## src/rtl/nvs_pkg.sv

```systemverilog
// Package nvs_pkg
// Shared constants and the command decoder for the serial NV SRAM slave.
// Assumes an 8-bit instruction whose bit 7 marks a valid command.
package nvs_pkg;

    localparam int INSTR_W  = 8;
    localparam int ADDR_LSB = 3;

    typedef enum logic [2:0] {
        OP_NONE,
        OP_LOCK,
        OP_SAVE,
        OP_DOZE,
        OP_WRITE,
        OP_UNLOCK,
        OP_RESTORE,
        OP_READ
    } op_e;

    // Turn a received instruction byte into a command.
    function automatic op_e decode_op(input logic [INSTR_W-1:0] b);
        op_e r;
        if (!b[INSTR_W-1]) begin
            r = OP_NONE;
        end else begin
            case (b[2:0])
                3'd0:    r = OP_LOCK;
                3'd1:    r = OP_SAVE;
                3'd2:    r = OP_DOZE;
                3'd3:    r = OP_WRITE;
                3'd4:    r = OP_UNLOCK;
                3'd5:    r = OP_RESTORE;
                default: r = OP_READ;
            endcase
        end
        return r;
    endfunction

endpackage

```

## src/rtl/nvs_sync.sv

```systemverilog
// Module nvs_sync
// Brings the asynchronous serial pins into the clk domain and produces
// single-cycle edge pulses. Assumes clk runs several times faster than sclk.
// mosi goes through the same number of stages as sclk so the two stay aligned.
module nvs_sync (
    input  logic clk,
    input  logic rst_n,
    input  logic cs_n_i,
    input  logic sclk_i,
    input  logic mosi_i,
    output logic cs_act,
    output logic cs_start,
    output logic cs_end,
    output logic sclk_rise,
    output logic sclk_fall,
    output logic mosi_s
);

    logic [2:0] cs_p;
    logic [2:0] ck_p;
    logic [1:0] di_p;

    // Shift the pins through the synchronizer chains.
    always_ff @(posedge clk) begin
        if (!rst_n) begin
            cs_p <= '1;
            ck_p <= '0;
            di_p <= '0;
        end else begin
            cs_p <= {cs_p[1:0], cs_n_i};
            ck_p <= {ck_p[1:0], sclk_i};
            di_p <= {di_p[0], mosi_i};
        end
    end

    assign cs_act    = !cs_p[1];
    assign cs_start  = !cs_p[1] &&  cs_p[2];
    assign cs_end    =  cs_p[1] && !cs_p[2];
    assign sclk_rise =  ck_p[1] && !ck_p[2];
    assign sclk_fall = !ck_p[1] &&  ck_p[2];
    assign mosi_s    =  di_p[1];

endmodule

```

## src/rtl/nvs_shift.sv

```systemverilog
// Module nvs_shift
// Bit and byte counting, instruction capture, receive shift register and
// the transmit shifter. Assumes edge pulses from nvs_sync. It loads the
// read word on the falling edge that follows the eighth rising edge.
module nvs_shift #(
    parameter int DATA_W  = 16,
    parameter int BYTE_CW = 3
) (
    input  logic                       clk,
    input  logic                       rst_n,
    input  logic                       cs_act,
    input  logic                       cs_start,
    input  logic                       sclk_rise,
    input  logic                       sclk_fall,
    input  logic                       mosi_s,
    input  logic                       tx_allow,
    input  logic [DATA_W-1:0]          tx_word,
    output logic [nvs_pkg::INSTR_W-1:0] instr,
    output logic [DATA_W-1:0]          rx_data,
    output logic [2:0]                 bit_cnt,
    output logic [BYTE_CW-1:0]         byte_cnt,
    output logic                       miso
);

    localparam int BYTE_MAX = (1 << BYTE_CW) - 1;

    logic [DATA_W-1:0] tx_q;
    logic              tx_on;
    logic              load_pend;

    // Count bits and bytes, and capture the instruction and data bits.
    always_ff @(posedge clk) begin
        if (!rst_n || cs_start) begin
            bit_cnt  <= '0;
            byte_cnt <= '0;
            instr    <= '0;
            rx_data  <= '0;
        end else if (cs_act && sclk_rise) begin
            bit_cnt <= bit_cnt + 3'd1;
            if (bit_cnt == 3'd7 && byte_cnt != BYTE_CW'(BYTE_MAX))
                byte_cnt <= byte_cnt + 1'b1;
            if (byte_cnt == '0)
                instr <= {instr[nvs_pkg::INSTR_W-2:0], mosi_s};
            else
                rx_data <= {rx_data[DATA_W-2:0], mosi_s};
        end
    end

    // Load the read word after the instruction, then shift on falling edges.
    always_ff @(posedge clk) begin
        if (!rst_n) begin
            tx_q      <= '0;
            tx_on     <= 1'b0;
            load_pend <= 1'b0;
        end else if (cs_start || !cs_act) begin
            tx_on     <= 1'b0;
            load_pend <= 1'b0;
        end else begin
            if (sclk_rise && byte_cnt == '0 && bit_cnt == 3'd7)
                load_pend <= 1'b1;
            if (sclk_fall) begin
                if (load_pend) begin
                    load_pend <= 1'b0;
                    tx_on     <= tx_allow;
                    tx_q      <= tx_word;
                end else if (tx_on) begin
                    tx_q <= {tx_q[DATA_W-2:0], 1'b0};
                end
            end
        end
    end

    assign miso = tx_on && tx_q[DATA_W-1];

    // a new selection starts counting from zero
    p_count_clear_r4: assert property (@(posedge clk) disable iff (!rst_n)
        cs_start |=> (bit_cnt == '0 && byte_cnt == '0));

    // the transmitter is off the cycle after deselection
    p_tx_idle_r6: assert property (@(posedge clk) disable iff (!rst_n)
        !cs_act |=> !tx_on);

endmodule

```

## src/rtl/nvs_array.sv

```systemverilog
// Module nvs_array
// Volatile word array plus a shadow copy. The volatile side resets to zero.
// The shadow side has no reset, so its contents survive reset.
// Assumes the write, save and restore strobes are single-cycle and never coincide.
module nvs_array #(
    parameter int DATA_W = 16,
    parameter int ADDR_W = 4
) (
    input  logic              clk,
    input  logic              rst_n,
    input  logic              wr_en,
    input  logic [ADDR_W-1:0] wr_addr,
    input  logic [DATA_W-1:0] wr_data,
    input  logic              save_en,
    input  logic              restore_en,
    input  logic [ADDR_W-1:0] rd_addr,
    output logic [DATA_W-1:0] rd_data
);

    localparam int WORDS = 1 << ADDR_W;

    logic [WORDS-1:0][DATA_W-1:0] vol_q;
    logic [WORDS-1:0][DATA_W-1:0] shd_q;

    // Volatile array: cleared by reset, written per word or loaded from the shadow.
    always_ff @(posedge clk) begin
        if (!rst_n)
            vol_q <= '0;
        else if (restore_en)
            vol_q <= shd_q;
        else if (wr_en)
            vol_q[wr_addr] <= wr_data;
    end

    // Shadow array: takes a full copy of the volatile array on a save.
    always_ff @(posedge clk) begin
        if (save_en)
            shd_q <= vol_q;
    end

    assign rd_data = vol_q[rd_addr];

    // at most one array action per cycle
    p_single_op_r7: assert property (@(posedge clk) disable iff (!rst_n)
        $onehot0({wr_en, save_en, restore_en}));

    // a save mirrors the whole volatile array
    p_save_copy_r7: assert property (@(posedge clk) disable iff (!rst_n)
        save_en |=> (shd_q == $past(vol_q)));

    // a restore brings back the whole shadow array
    p_restore_copy_r8: assert property (@(posedge clk) disable iff (!rst_n)
        restore_en |=> (vol_q == $past(shd_q)));

    // a committed write lands in the addressed word
    p_write_lands_r4: assert property (@(posedge clk) disable iff (!rst_n)
        wr_en |=> (vol_q[$past(wr_addr)] == $past(wr_data)));

endmodule

```

## src/rtl/nvsram_serial.sv

```systemverilog
// Module nvsram_serial
// Top level of the serial NV SRAM slave. It holds the write-enable latch
// and the sleep flag, decodes the captured instruction, and issues the
// commit strobes when chip-select rises. Assumes clk is at least 8x sclk.
module nvsram_serial #(
    parameter int DATA_W  = 16,
    parameter int ADDR_W  = 4,
    parameter int BYTE_CW = 3
) (
    input  logic clk,
    input  logic rst_n,
    input  logic cs_n,
    input  logic sclk,
    input  logic mosi,
    output logic miso
);

    import nvs_pkg::*;

    localparam int DATA_BYTES = DATA_W / 8;
    localparam int FULL_BYTES = 1 + DATA_BYTES;

    logic                  cs_act, cs_start, cs_end, sclk_rise, sclk_fall, mosi_s;
    logic [INSTR_W-1:0]    instr;
    logic [DATA_W-1:0]     rx_data;
    logic [DATA_W-1:0]     rd_data;
    logic [2:0]            bit_cnt;
    logic [BYTE_CW-1:0]    byte_cnt;
    logic [ADDR_W-1:0]     addr;
    op_e                   op;
    logic                  simple, full;
    logic                  wel, doze;
    logic                  wr_en, save_en, restore_en, tx_allow;

    nvs_sync u_sync (
        .clk       (clk),
        .rst_n     (rst_n),
        .cs_n_i    (cs_n),
        .sclk_i    (sclk),
        .mosi_i    (mosi),
        .cs_act    (cs_act),
        .cs_start  (cs_start),
        .cs_end    (cs_end),
        .sclk_rise (sclk_rise),
        .sclk_fall (sclk_fall),
        .mosi_s    (mosi_s)
    );

    nvs_shift #(.DATA_W(DATA_W), .BYTE_CW(BYTE_CW)) u_shift (
        .clk       (clk),
        .rst_n     (rst_n),
        .cs_act    (cs_act),
        .cs_start  (cs_start),
        .sclk_rise (sclk_rise),
        .sclk_fall (sclk_fall),
        .mosi_s    (mosi_s),
        .tx_allow  (tx_allow),
        .tx_word   (rd_data),
        .instr     (instr),
        .rx_data   (rx_data),
        .bit_cnt   (bit_cnt),
        .byte_cnt  (byte_cnt),
        .miso      (miso)
    );

    nvs_array #(.DATA_W(DATA_W), .ADDR_W(ADDR_W)) u_array (
        .clk        (clk),
        .rst_n      (rst_n),
        .wr_en      (wr_en),
        .wr_addr    (addr),
        .wr_data    (rx_data),
        .save_en    (save_en),
        .restore_en (restore_en),
        .rd_addr    (addr),
        .rd_data    (rd_data)
    );

    // Decode the instruction and classify the transaction length.
    always_comb begin
        op     = decode_op(instr);
        addr   = instr[ADDR_LSB +: ADDR_W];
        simple = (byte_cnt == BYTE_CW'(1))          && (bit_cnt == 3'd0);
        full   = (byte_cnt == BYTE_CW'(FULL_BYTES)) && (bit_cnt == 3'd0);
    end

    // Commit strobes, issued on the cycle chip-select is seen to rise.
    assign wr_en      = cs_end && !doze && wel && (op == OP_WRITE) && full;
    assign save_en    = cs_end && !doze && wel && (op == OP_SAVE)  && simple;
    assign restore_en = cs_end && (op == OP_RESTORE) && simple;
    assign tx_allow   = (op == OP_READ) && !doze;

    // Write-enable latch and sleep flag, updated by single-byte commands.
    always_ff @(posedge clk) begin
        if (!rst_n) begin
            wel  <= 1'b0;
            doze <= 1'b0;
        end else if (cs_end && simple) begin
            if (doze) begin
                if (op == OP_RESTORE)
                    doze <= 1'b0;
            end else begin
                case (op)
                    OP_LOCK:   wel  <= 1'b0;
                    OP_UNLOCK: wel  <= 1'b1;
                    OP_DOZE:   doze <= 1'b1;
                    default:   ;
                endcase
            end
        end
    end

    // miso quiet once deselection has passed the synchronizer
    p_miso_quiet_r6: assert property (@(posedge clk) disable iff (!rst_n)
        (cs_n && $past(cs_n) && $past(cs_n, 2) && $past(cs_n, 3)) |-> !miso);

    // a well-formed write disable clears the latch
    p_lock_wel_r3: assert property (@(posedge clk) disable iff (!rst_n)
        (cs_end && simple && !doze && op == OP_LOCK) |=> !wel);

    // the latch cannot move while asleep
    p_doze_freeze_r9: assert property (@(posedge clk) disable iff (!rst_n)
        doze |=> $stable(wel));

endmodule

```

## config.mk

```make
export PLATFORM = sky130hd
export DESIGN_NAME = nvsram_serial
export DESIGN_NICKNAME = d
export VERILOG_FILES = /design/src/rtl/nvs_pkg.sv /design/src/rtl/nvs_sync.sv /design/src/rtl/nvs_shift.sv /design/src/rtl/nvs_array.sv /design/src/rtl/nvsram_serial.sv
export SDC_FILE = /design/constraint.sdc
export NUM_CORES = 1
export LEC_CHECK = 0
export ABC_AREA = 0
export BUFFER_PORTS_ARGS = -buffer_cell sky130_fd_sc_hd__buf_2
export CAP_MARGIN = 20
export CORE_ASPECT_RATIO = 0.8
export CORE_MARGIN = 2
export CORE_UTILIZATION = 25
export DETAILED_ROUTE_END_ITERATION = 16
export HOLD_SLACK_MARGIN = 0.12
export PLACE_DENSITY = 0.43
export RECOVER_POWER = 25
export SLEW_MARGIN = 10
export SYNTH_ARGS = -nofsm -noshare
export SYNTH_HDL_FRONTEND = slang
export SYNTH_SLANG_ARGS = --single-unit
export TNS_END_PERCENT = 100
```

## constraint.sdc

```tcl
create_clock -name clk -period 31.2 [get_ports clk]
set_input_delay 6.24 -clock clk [delete_from_list [all_inputs] [get_ports clk]]
set_output_delay 6.24 -clock clk [all_outputs]
set_load 0.02 [all_outputs]
```

==> summary.txt <==
Floorplanning
  • Cell Rows: 103
  • Die Footprint: 0.102 mm2
  • Die H: roughly 290 um
  • Starting density of the core: between 20% and 30%
  • Core footprint: roughly 0.098 mm2
  • Die width: approximately 360 um
  • I/O pin total: 6

Global routing
  • Grt ovf: 0
  • Initial antenna violation count: 15
  • GRT Overall Usage: roughly 16%
  • Vias in the first global route: roughly 18000
  • Largest net degree at the start of global routing: 180
  • First-pass GRT wire length: around 120000 um

Timing
  • Final worst slack: roughly 23 ns
  • Fmax: approximately 0.12 GHz
  • Clk_skew: between 0.015 and 0.02 ns
  • Setup TNS: 0 ns
  • Period utilization: 25.7%
  • Min Hold Slack: between 0.4 and 0.5 ns
  • Slew of the pin with the lowest slew margin: 1.15 ns
  • Slew margin rel.: roughly a quarter
  • Hold Fails Final Rpt: 0
  • Fin. max-slew vios: 0
  • RSZ-0062 raised after global routing: false
  • # setup viols final: 0
  • Final worst path period need: 8.01 ns

Setup path
  • Setup Crit Path Kind: flop to output port
  • R2r setup slk: approximately 27 ns
  • WP data arrival: between 1.5 and 2 ns
  • Crit Path Max Fanout: 5
  • Worst path max stage delay: between 0.5 and 0.6 ns
  • Crit-path cells: and2_1, buf_2
  • CP max stage cell: dfxtp_1
  • CP required: 24.96 ns
  • Critical Path Start Type: flop
  • CP endpoint kind: output port

Yosys
  • Synth area leaders: edfxtp_1 (31%), dfxtp_1 (25%), a2bb2oi_1 (5.6%)
  • Asr flop ratio synth: 0%
  • Yosys cell types: 53
  • Yosys warns: 0
  • Mapped Avg Cell Area: roughly 12 um2
  • Sequential share of the synthesized area: about 56%
  • Main synth FF type: dfxtp_1
  • Most used standard cell by instance count after synthesis: dfxtp_1
  • Top-area cell type share of the netlist area: 31.0%
  • Yosys reg bits: between 500 and 600
  • Synth cell count leaders: dfxtp_1 (314), edfxtp_1 (256), o21ai_0 (210)
  • Synth area leader: edfxtp_1
  • Mapped cell area: ~0.025 mm2
  • Syn Nets: between 2000 and 2500
  • Synth Instances: about 2100
  • Number of synthesized flops with an enable pin: roughly 260

Drt
  • Iter 0 DRT Violations: roughly 1800
  • Wire per inst: between 20 and 25 um
  • DR pass1 iterations: 5
  • Vias: roughly 18000
  • Antenna viol nets, final: 0
  • Overall routed net length: roughly 84000 um
  • # DRC: 0
  • Via/cell ratio: about 5.4

Power
  • PD cells: about 53 mW/mm2
  • Peak supply drop: approximately 0.048 mV
  • Leak pwr: roughly 7.7 nW
  • Design Power: 1.48 mW

Clock tree
  • Num CTS Buffers: 60
  • Root Driver: clkbuf_16
  • Clock transition at path regs: 0.06 ns
  • Skew-Pair Late Insertion Delay: 0.64 ns
  • Max Buffers Root-to-Sink: 3
  • TritonCTS clock tree: done
  • Number of post-CTS setup repair buffers: 0
  • Htree depth: 2
  • CTS sink cnt: 570
  • Hold_buf cts: 0
  • Post-cts resize count: 0

Cells and area
  • Fill cells: a little over 10000
  • Area growth, synth to finish: 11.9%
  • Fin util: roughly 28%
  • Layout Nets: 2027
  • Final Non-Filler Cells: 3378
  • Share of cells above drive strength 1: between 10% and 20%
  • Final instance area: around 0.028 mm2

Place
  • Dpl cells: 3264
  • RD Place Congestion: between 0.8 and 0.9
  • Buffers added on ports: 5
  • Worst slack at placement: 22.75 ns
  • DP HPWL: roughly 47000 um
  • Dpl cell area: between 0.02 and 0.03 mm2

Run status
  • Outcome: finished, final reports clean

Run
  • Max-Cap Viols: 0

Worst hold path
  • Min-Delay Path Class: flop to flop
## cells in the final DEF, fill, tap and decap left out, drive strengths merged, types with 3 or more instances in the layout
cell     synthesis  layout
dfxtp          314     314
o21ai          226     226
nand4            4       4
nand2           69      69
nand3          115     115
buf             82      62
a22oi           15      15
o31ai            6       6
clkbuf         160      97
a31oi           98      98
or3              3       3
nor3            10      10
nand2b           9       9
clkinv           0      15
a221oi          12      12
nand3b           4       4
mux2i           69      69
nor2            90      90
ha               8       8
nor4             5       5
inv             14      14
and2             7       7
o221a          158     158
mux4            31      31
nor2b            7       7
o221ai           6       6
and3           104     104
a2111oi         12      12
a21oi           45      45
edfxtp         256     256
a2bb2oi        158     158
o22ai           15      15
## metal layers
metal	GRT usage, %	vias to the layer above	share of wire [%]
li1	-	8147	-
met1	24.2	9444	48
met2	21.8	630	40
met3	4.47	132	8.7
met4	4.56	14	2.6
met5	0	-	0.11
## cells by family after synthesis
kind of cell               after synthesis  share of synthesized area (%)
AOI/OAI and AO/OA                      757                           23.6
xor gates and xnor gates                 2                         0.0706
adders and majority gates                8                          0.404
buffers and inverters                  256                           4.98
DFF                                    570                           56.3
muxes                                  100                           5.60
and+or+nand+nor                        438                           9.05
## flip-flops by register name (all words and copies together) (netlist names), 8 cells and up
| signal | count |
|---|---|
| u_array.shd_q | 256 |
| u_shift.instr | 8 |
| u_shift.tx_q | 16 |
| u_array.vol_q | 256 |
| u_shift.rx_data | 16 |
## where the power goes
part | switching, mW | internal, mW
Clock | 0.309 | 0.388
Sequential | 0.000601 | 0.774
Combinational | 0.00958 | 0.00332
Total | 0.319 | 1.16
## critical path, delay by kind of cell, from the launching register on
kind          cells  cell delay [ns]
flops             1             0.57
buf+inv           1             0.22
simple gates      1             0.34
## path summary, 6_finish.rpt
kind,from,to,cells past startpoint
setup / recovery,u_shift.tx_on,miso,2
hold reg to reg,u_sync.cs_p[0],u_sync.cs_p[1],1
hold / removal,u_sync.cs_p[0],u_sync.cs_p[1],1
setup reg to reg,u_sync.cs_p[2],u_array.vol_q[111],6
## area by class of cell
| class | count | area, um2 | area share, % |
|---|---|---|---|
| well taps | 1312 | 1640 | 5.92 |
| multi-input cells | 1305 | 9700 | 35.0 |
| clock buffers | 96 | 1780 | 6.41 |
| flip-flops and latches | 570 | 14000 | 50.4 |
| inverters | 14 | 52.6 | 0.189 |
| diodes | 2 | 5.00 | 0.0180 |
| clock inverters | 16 | 80.1 | 0.289 |
| repair buffers | 63 | 509 | 1.83 |
(Power assumes the default switching activity.)
